`config.mk`:
```
export PLATFORM = sky130hd
export DESIGN_NAME = acu_core
export DESIGN_NICKNAME = d
export VERILOG_FILES = /design/src/rtl/acu_pkg.sv /design/src/rtl/acu_decode.sv /design/src/rtl/acu_alu.sv /design/src/rtl/acu_core.sv
export SDC_FILE = /design/constraint.sdc
export NUM_CORES = 1
export LEC_CHECK = 0
export CAP_MARGIN = 10
export CORE_MARGIN = 3
export CORE_UTILIZATION = 45
export CTS_CLUSTER_DIAMETER = 120
export DETAILED_ROUTE_END_ITERATION = 16
export PLACE_DENSITY = 0.73
export SLEW_MARGIN = 30
export SYNTH_ARGS = -nofsm -noshare
export SYNTH_HDL_FRONTEND = slang
export SYNTH_HIERARCHICAL = 1
export SYNTH_SLANG_ARGS = --single-unit
```
`constraint.sdc`:
```
create_clock -name clk -period 6.1 [get_ports clk]
set_input_delay 1.22 -clock clk [delete_from_list [all_inputs] [get_ports clk]]
set_output_delay 1.22 -clock clk [all_outputs]
set_load 0.005 [all_outputs]
```
`src/rtl/acu_pkg.sv`:
```
package acu_pkg;
  localparam int DW = 4;
  localparam int OPW = 8;

  typedef enum logic [4:0] {
    K_NONE, K_CLB, K_CLC, K_IAC, K_CMC, K_CMA, K_RAL, K_RAR, K_TCC,
    K_DAC, K_TCS, K_STC, K_DAA, K_KBP, K_ADD, K_SUB, K_LD, K_XCH,
    K_LDM, K_SBM, K_RDM, K_ADM
  } kind_e;

  // 4-bit add with carry-in, returns {carry_out, sum}
  function automatic logic [DW:0] add_ci(logic [DW-1:0] a, logic [DW-1:0] b, logic ci);
    return {1'b0, a} + {1'b0, b} + {{DW{1'b0}}, ci};
  endfunction

  // one-hot nibble to index, illegal -> all ones
  function automatic logic [DW-1:0] onehot_idx(logic [DW-1:0] a);
    logic [DW-1:0] r;
    r = '1;
    if (a == '0) r = '0;
    for (int i = 0; i < DW; i++)
      if (a == (DW'(1) << i)) r = DW'(i + 1);
    return r;
  endfunction

  // decimal adjust: returns {carry, acc}
  function automatic logic [DW:0] dec_adj(logic [DW-1:0] a, logic c);
    logic [DW:0] s;
    s = {c, a};
    if (a > DW'(9) || c) begin
      s = {1'b0, a} + (DW+1)'(6);
      s[DW] = s[DW] | c;
    end
    return s;
  endfunction
endpackage

```
`src/rtl/acu_decode.sv`:
```
module acu_decode
  import acu_pkg::*;
(
  input  logic [OPW-1:0] opcode,
  output kind_e          kind
);
  always_comb begin
    kind = K_NONE;
    unique case (opcode[7:4])
      4'h8: kind = K_ADD;
      4'h9: kind = K_SUB;
      4'hA: kind = K_LD;
      4'hB: kind = K_XCH;
      4'hD: kind = K_LDM;
      4'hE: begin
        case (opcode[3:0])
          4'h8: kind = K_SBM;
          4'h9: kind = K_RDM;
          4'hB: kind = K_ADM;
          default: kind = K_NONE;
        endcase
      end
      4'hF: begin
        case (opcode[3:0])
          4'h0: kind = K_CLB;
          4'h1: kind = K_CLC;
          4'h2: kind = K_IAC;
          4'h3: kind = K_CMC;
          4'h4: kind = K_CMA;
          4'h5: kind = K_RAL;
          4'h6: kind = K_RAR;
          4'h7: kind = K_TCC;
          4'h8: kind = K_DAC;
          4'h9: kind = K_TCS;
          4'hA: kind = K_STC;
          4'hB: kind = K_DAA;
          4'hC: kind = K_KBP;
          default: kind = K_NONE;
        endcase
      end
      default: kind = K_NONE;
    endcase
  end
endmodule

```
`src/rtl/acu_alu.sv`:
```
module acu_alu
  import acu_pkg::*;
(
  input  kind_e          kind,
  input  logic [DW-1:0]  acc_q,
  input  logic           cy_q,
  input  logic [DW-1:0]  reg_val,
  input  logic [DW-1:0]  imm_val,
  input  logic [DW-1:0]  mem_val,
  output logic [DW-1:0]  acc_nxt,
  output logic           cy_nxt
);
  logic [DW:0] sum_w;
  logic [DW-1:0] opnd_w;
  logic          inv_w;

  // shared adder: operand and inversion chosen per kind
  always_comb begin
    inv_w  = (kind == K_SUB) || (kind == K_SBM);
    opnd_w = (kind == K_ADM || kind == K_SBM) ? mem_val : reg_val;
    sum_w  = add_ci(acc_q, inv_w ? ~opnd_w : opnd_w, cy_q);
  end

  always_comb begin
    acc_nxt = acc_q;
    cy_nxt  = cy_q;
    case (kind)
      K_CLB: begin acc_nxt = '0; cy_nxt = 1'b0; end
      K_CLC: cy_nxt = 1'b0;
      K_STC: cy_nxt = 1'b1;
      K_CMC: cy_nxt = ~cy_q;
      K_CMA: acc_nxt = ~acc_q;
      K_IAC: {cy_nxt, acc_nxt} = add_ci(acc_q, '0, 1'b1);
      K_DAC: {cy_nxt, acc_nxt} = add_ci(acc_q, '1, 1'b0);
      K_RAL: {cy_nxt, acc_nxt} = {acc_q, cy_q};
      K_RAR: {acc_nxt, cy_nxt} = {cy_q, acc_q};
      K_TCC: begin acc_nxt = {{(DW-1){1'b0}}, cy_q}; cy_nxt = 1'b0; end
      K_TCS: begin acc_nxt = cy_q ? DW'(9) : DW'(10); cy_nxt = 1'b0; end
      K_DAA: {cy_nxt, acc_nxt} = dec_adj(acc_q, cy_q);
      K_KBP: acc_nxt = onehot_idx(acc_q);
      K_ADD, K_SUB, K_ADM, K_SBM: {cy_nxt, acc_nxt} = sum_w;
      K_LD, K_XCH: acc_nxt = reg_val;
      K_LDM: acc_nxt = imm_val;
      K_RDM: acc_nxt = mem_val;
      default: ;
    endcase
  end
endmodule

```
`src/rtl/acu_core.sv`:
```
module acu_core
  import acu_pkg::*;
(
  input  logic           clk,
  input  logic           rst,
  input  logic           exec_en,
  input  logic [OPW-1:0] opcode,
  input  logic [DW-1:0]  reg_val,
  input  logic [DW-1:0]  imm_val,
  input  logic [DW-1:0]  mem_val,
  output logic [DW-1:0]  acc,
  output logic           cy,
  output logic           reg_wr_en,
  output logic [DW-1:0]  reg_wr_data
);
  kind_e         kind_w;
  logic [DW-1:0] acc_q, acc_nxt_w;
  logic          cy_q, cy_nxt_w;
  logic          op_fire_w;

  acu_decode u_dec (.opcode(opcode), .kind(kind_w));

  acu_alu u_alu (
    .kind(kind_w), .acc_q(acc_q), .cy_q(cy_q),
    .reg_val(reg_val), .imm_val(imm_val), .mem_val(mem_val),
    .acc_nxt(acc_nxt_w), .cy_nxt(cy_nxt_w)
  );

  assign op_fire_w = exec_en && (kind_w != K_NONE);

  always_ff @(posedge clk) begin
    if (rst) begin
      acc_q <= '0;
      cy_q  <= 1'b0;
    end else if (op_fire_w) begin
      acc_q <= acc_nxt_w;
      cy_q  <= cy_nxt_w;
    end
  end

  assign acc         = acc_q;
  assign cy          = cy_q;
  assign reg_wr_en   = exec_en && (kind_w == K_XCH);
  assign reg_wr_data = acc_q;

  AST_RESET_CLEAR: assert property (@(posedge clk) rst |=> (acc == '0 && !cy));
  AST_IDLE_HOLD: assert property (@(posedge clk) disable iff (rst)
    !exec_en |=> ($stable(acc) && $stable(cy)));
  AST_CLEAR_BOTH: assert property (@(posedge clk) disable iff (rst)
    (exec_en && opcode == 8'hF0) |=> (acc == '0 && !cy));
  AST_CMC_FLIP: assert property (@(posedge clk) disable iff (rst)
    (exec_en && opcode == 8'hF3) |=> (cy != $past(cy)));
  AST_INC_WRAP: assert property (@(posedge clk) disable iff (rst)
    (exec_en && opcode == 8'hF2 && acc == 4'hF) |=> (acc == '0 && cy));
  AST_TCC_MOVE: assert property (@(posedge clk) disable iff (rst)
    (exec_en && opcode == 8'hF7) |=> (acc == {3'b000, $past(cy)} && !cy));
  AST_DAA_QUIET: assert property (@(posedge clk) disable iff (rst)
    (exec_en && opcode == 8'hFB && !cy && acc <= 4'd9) |=> ($stable(acc) && !cy));
  AST_KBP_BAD: assert property (@(posedge clk) disable iff (rst)
    (exec_en && opcode == 8'hFC && !$onehot0(acc)) |=> (acc == 4'hF));
  AST_XCH_TAKE: assert property (@(posedge clk) disable iff (rst)
    reg_wr_en |=> (acc == $past(reg_val) && cy == $past(cy)));
endmodule

```
Word level (Yosys, flattened, before mapping)
Memories as Yosys holds them, arrays and structs flattened.
Index checks and enable logic that the tools add are counted.

word-level totals
  memories kept = 1
  logic and storage cells = 76
  bits in read-only memories = 64
  register bits after elaboration = 5
  input bits = 23

memories
  memory            words  width  rd ports  clocked after Yosys merged registers in  write ports  RTL line          RTL
  (name not given)  16     4      1         0                                        0            acu_decode.sv:24  case (opcode[3:0])

operators by class
  reduce and logical (&&, ||, !) cells = 14
  $lt $le $gt $ge = 1
  equality and inequality tests = 36
  add/sub/neg operators = 5
  bitwise operators = 4
  multiplexer cells = 13

operators by type and width
  operator                                                                count
  4-bit case mux with 14 select lines                                     1
  4-bit equality test (second input constant)                             11
  5-bit by 4-bit equality test with 1-bit output (second input constant)  8
  5-bit case mux with 7 select lines                                      1
  5-bit equality test (second input constant)                             6
  4-bit two-way mux                                                       7
  5-bit by 3-bit equality test with 1-bit output (second input constant)  4
  5-bit case mux with 3 select lines                                      1
  14-bit nonzero test                                                     1
  5-bit by 2-bit equality test with 1-bit output (second input constant)  2
  1-bit case mux with 9 select lines                                      1
  9-bit nonzero test                                                      1
  4-bit NOT                                                               2
  4-bit OR reduction                                                      2
  3-bit AND reduction                                                     2
  4-bit by 1-bit adder with 5-bit output (second input constant)          1
  4-bit by 3-bit adder with 5-bit output (second input constant)          1
  4-bit by 4-bit adder with 5-bit output                                  1
  4-bit by 4-bit adder with 5-bit output (second input constant)          1
  5-bit by 1-bit adder with 5-bit output                                  1
  5-bit by 1-bit equality test with 1-bit output (second input constant)  1
  5-bit two-way mux                                                       1
  5-bit nonzero test                                                      1
  4-bit by 1-bit equality test with 1-bit output (second input constant)  1
  other kinds (11)                                                        14

Logic depth before layout (Yosys ltp)
  word-level depth = 11
  gate-level depth with buffers = 22
  gate-level depth less buffers = 20

Hierarchy
The synthesis kept the hierarchy.

modules (own cells, without submodules)
  module      area an instance (µm²)  instances  cells an instance  sequential area each (µm²)
  acu_alu     1305.0                  1          192                0.0
  acu_core    389.1                   1          48                 100.1
  acu_decode  284.0                   1          37                 0.0

Worst setup path after synthesis
No wires, ideal clock.

  kind = input to register
  start = input opcode[4]
  end = register acc_q[1] (netlist: acc[1])
  data required time = 5973 ps
  arrival = 4930 ps
  setup time = 127 ps
  path slack = 1043 ps
  stages on the path = 19
  cell sequence = and4bb_1 > nand3_2 > o2bb2ai_1 > buf_4 > nand2_1 > nor3_2 > mux2i_1 > xor2_1 > fa_1 > inv_1 > fa_1 > o21ai_0 > nand2b_1 > a32o_1 > nor3_1 > a31oi_1 > nand2_1 > o32ai_1 > or3_1

between the ends
  cells in the longest elaborated chain, start to end = 10

ends and longest elaborated chain
  what                                           RTL line                                     RTL
  start, declared                                acu_core.sv:7                                input logic [OPW-1:0] opcode,
  4-bit equality test                            acu_decode.sv:9                              unique case (opcode[7:4])
  5-bit case mux with 7 select lines (*)         acu_decode.sv:9
  net kind_w[4]                                  acu_core.sv:16                               kind_e kind_w;
  5-bit equality test, on equally long branches  acu_alu.sv:20, acu_alu.sv:27, acu_alu.sv:19
  1-bit logical OR                               acu_alu.sv:20                                opnd_w = (kind == K_ADM || kind == K_SBM) ? mem_val : reg_val;
  4-bit two-way mux                              acu_alu.sv:20
  4-bit NOT                                      acu_alu.sv:21                                sum_w = add_ci(acc_q, inv_w ? ~opnd_w : opnd_w, cy_q);
  4-bit two-way mux                              acu_alu.sv:21
  4-bit by 4-bit adder with 5-bit output         acu_pkg.sv:13                                return {1'b0, a} + {1'b0, b} + {{DW{1'b0}}, ci};
  5-bit by 1-bit adder with 5-bit output         acu_pkg.sv:13
  4-bit case mux with 14 select lines (*)        acu_alu.sv:27                                case (kind)
  net acc_nxt_w[1]                               acu_core.sv:17                               logic [DW-1:0] acc_q, acc_nxt_w;
  end signal, assigned                           acu_core.sv:36                               acc_q <= acc_nxt_w;
  end, declared                                  acu_core.sv:17

Mark *: on every way through the listed nets, which the timed path passes. The rest lies on a longest branch.
A chain may end at the register's enable or synchronous reset.

Worst setup path after layout
  start = input opcode[0]
  end = register acc_q[1] (netlist: acc[1])

between the ends
  cells in the longest elaborated chain, start to end = 11

ends and longest elaborated chain
  what                                                                       RTL line
  parallel branches: the longest is 2 deep, another holds memory 16 x 4 bit  n/a
  5-bit case mux with 7 select lines (*)                                     acu_decode.sv:9
  net kind_w[2]                                                              acu_core.sv:16
  5-bit equality test, on equally long branches                              acu_alu.sv:20, acu_alu.sv:27, acu_alu.sv:19
  1-bit logical OR                                                           acu_alu.sv:20
  4-bit two-way mux                                                          acu_alu.sv:20
  4-bit NOT                                                                  acu_alu.sv:21
  4-bit two-way mux                                                          acu_alu.sv:21
  4-bit by 4-bit adder with 5-bit output                                     acu_pkg.sv:13
  5-bit by 1-bit adder with 5-bit output                                     acu_pkg.sv:13
  4-bit case mux with 14 select lines (*)                                    acu_alu.sv:27
  net acc_nxt_w[1]                                                           acu_core.sv:17

Mark *: on every way through the listed nets, which the timed path passes.

==> impl_metrics.env <==
export IMPL_cp_data_required_time_ps=6200
export IMPL_drt_total_wl_um=5851
export IMPL_syn_to_final_growth_pct=18.47
export IMPL_ctsLongestPathBuffers=2
export IMPL_critical_path_arrival_ps=5570
export IMPL_hp_class="reg -> reg"
export IMPL_cts_tree="yes"
export IMPL_maxSlewViolCount=0
export IMPL_ys_seq_elements=5
export IMPL_initial_core_util_pct=48.07
export IMPL_numPortBuffers=32
export IMPL_grt_pass1_vias=1969
export IMPL_path_cells="clkdlybuf4s50_1 -> inv_1 -> ha_1 -> nand3b_1 -> nand4b_1 -> o211ai_2 -> xnor2_1 -> nor3_2 -> mux2i_1 -> xor2_1 -> fa_1 -> inv_1 -> fa_1 -> o21ai_0 -> nand2b_1 -> a32o_1 -> nor3_1 -> a31oi_1 -> nand2_1 -> o32ai_1 -> or3_1"
export IMPL_crit_fanout=8
export IMPL_ys_types=66
export IMPL_skew_ps=1.140
export IMPL_slew_headroom_pct=41.66
export IMPL_post_route_period_util_pct=89.62
export IMPL_gr_usage_met1_pct=29.51
export IMPL_busiest_layer="met2"
export IMPL_fin_nets=339
export IMPL_end_kind="flip-flop"
export IMPL_netlist_area_leader_share_pct=9.488
export IMPL_hold_buffers=0
export IMPL_hold_ws_ps=968.5
export IMPL_synthCells=277
export IMPL_via_per_inst=6.417
export IMPL_maxCapViolCount=0
export IMPL_cpPeakStageDelay_ps=540
export IMPL_yosysMostFrequentCell="nand2_1"
export IMPL_hold_viol_final=0
export IMPL_cts_num_sinks=5
export IMPL_min_to="cy"
export IMPL_r2r_end="acc[1]"
export IMPL_path_buf_inv=3
export IMPL_min_from="cy"
export IMPL_path_clk_slew_ps=40
export IMPL_rr_worst_depth=12
export IMPL_rr_startpoint="acc[0]"
export IMPL_root_buffer="clkbuf_8"
export IMPL_antenna_found_initial=0
export IMPL_wl_per_cell_um=16.81
export IMPL_die_area_um2=5227
export IMPL_synth_nets=317
export IMPL_drive_gt1_share_pct=9.060
export IMPL_htree_levels=1
export IMPL_overflow=0
export IMPL_insertion_delay_ps=220
export IMPL_async_flop_share_pct=0
export IMPL_synth_area_leaders="ha_1 9.5%, dfxtp_1 5.1%, nand2_1 4.2%"
export IMPL_final_area_um2=2344
export IMPL_die_height_um=72.30
export IMPL_cpMaxStageDelayCell="clkdlybuf4s50_1"
export IMPL_diodes=0
export IMPL_fmax_mhz=182.9
export IMPL_cts_buffers=3
export IMPL_finalNonFillerCells=348
export IMPL_ys_flop_type="dfxtp_1"
export IMPL_row_count=23
export IMPL_yosysSeqAreaShare_pct=5.060
export IMPL_ys_warn_count=6
export IMPL_ir_drop_v=0.00008780
export IMPL_grt_setup_unrepaired="no"
export IMPL_post_cts_repair_setup_buffers=0
export IMPL_drt_pass1_iterations=5
export IMPL_setup_viol=0
export IMPL_synth_top_area_cell="ha_1"
export IMPL_critPathTopFamily="simple AND/OR/NAND/NOR gates"
export IMPL_grt_pass1_wl_um=9066
export IMPL_grt_max_degree=28
export IMPL_status="complete, no violations"
export IMPL_post_route_min_period_ps=5467
export IMPL_synth_edf_count=0
export IMPL_num_io_pins=33
export IMPL_postPlaceCellArea_um2=2298
export IMPL_grt_usage_pct=21.34
export IMPL_drtAntennaViolNets=0
export IMPL_crit_type="in -> reg"
export IMPL_gp_congestion=0.9493
export IMPL_ctsResizeCount=0
export IMPL_syn_cell_area_um2=1978
export IMPL_dp_cells=344
export IMPL_use_met3_pct=1.801
export IMPL_synth_common_cells="22 x nand2_1, 21 x nor2_1, 15 x ha_1, 15 x o21ai_0"
export IMPL_leakagePower_nw=0.8942
export IMPL_syn_avg_cell_area_um2=7.141
export IMPL_critPathLaunchType="primary input"
export IMPL_utilization_pct=56.95
export IMPL_drc=0
export IMPL_r2r_setup_slack_ps=2830
export IMPL_hpwl_um=4157
export IMPL_num_vias=2233
export IMPL_hold_depth=2
export IMPL_coreArea_um2=4115
export IMPL_fp_dieW_um=72.30
export IMPL_drt_iter0_drc=301
export IMPL_setup_tns_ps=0
export IMPL_nFillCells=403
export IMPL_grtUsageMet2_pct=34.28
export IMPL_tightest_slew_ps=863.0
export IMPL_powerDensity_nw_per_um2=121.0
==> layout by cell type, fill, tap and decap left out, types with 6 or more instances in the layout <==
master	netlist	final
a21oi_1	12	12
buf_4	7	8
clkdlybuf4s50_1	0	32
ha_1	15	15
inv_1	12	12
mux2i_1	6	6
nand2_1	22	22
nand3_1	10	10
nand3b_1	7	7
nand4_1	7	7
nor2_1	21	21
nor3_1	8	8
nor3b_1	11	11
o21ai_0	15	14
o32ai_1	6	6
or3_1	8	8
xnor2_1	6	6
==> final cells by class <==
type,count,area [um2],share of cell area [%]
tap,50,62.56,2.670
timing repair buffer,41,400.4,17.08
inverter,12,45.04,1.922
sequential,5,100.1,4.271
multi-input combinational,236,1690,72.13
clock buffer,4,45.04,1.922
==> report_power, final <==
group          switching (W)  internal, W
Sequential         0.0000164    0.0000362
Clock              0.0000177    0.0000450
Combinational      0.0000885    0.0000799
Total               0.000123     0.000161
==> routing by layer <==
metal	wire length, um	part of all wire [%]
met5	0	0
met4	152	2.6
met3	469	8.0
met2	2702	46
met1	2527	43
==> flip-flops by register name, indices dropped and copies added (netlist names) <==
signal  cells
acc         4
cy          1
==> worst reg2reg max path, delay by kind of cell (launching register included) <==
family | cells | cell delay, ps
buffers and inverters | 2 | 310
AOI/OAI and AO/OA | 4 | 580
and+or+nand+nor | 4 | 720
adders and majority gates | 2 | 910
DFF | 1 | 630
==> worst max-delay path by stage <==
stage                    from  endpoint  slack (ps)  cells past startpoint
floorplan           opcode[4]    acc[1]        1040                     19
CTS                 opcode[0]    acc[1]         670                     21
global route        opcode[0]    acc[1]         310                     21
global placement    opcode[0]    acc[2]         530                     19
detailed placement  opcode[0]    acc[1]         460                     21
finish              opcode[0]    acc[1]         630                     21
==> kinds of logic (layout without fill, tap and decap cells) <==
| group | count (synthesis) | in the layout | synth area share (%) |
|---|---|---|---|
| AO/OA/AOI/OAI | 69 | 69 | 25.17 |
| XOR/XNOR | 9 | 9 | 3.985 |
| adder cells (fa/ha/maj) | 17 | 17 | 11.51 |
| buffers and inverters | 36 | 57 | 9.804 |
| flip-flops | 5 | 5 | 5.060 |
| multiplexers | 7 | 7 | 3.605 |
| AND/OR/NAND/NOR | 134 | 134 | 40.86 |
==> per-stage QoR <==
step                setup slack (ps)  power [W]
floorplan                       1043  0.0001636
global placement               526.4  0.0002171
detailed placement             460.6  0.0002174
CTS                            670.8  0.0002828
global route                   314.7  0.0003047
finish                         632.9  0.0002836
Note: power is estimated with default switching activity, not from simulation.
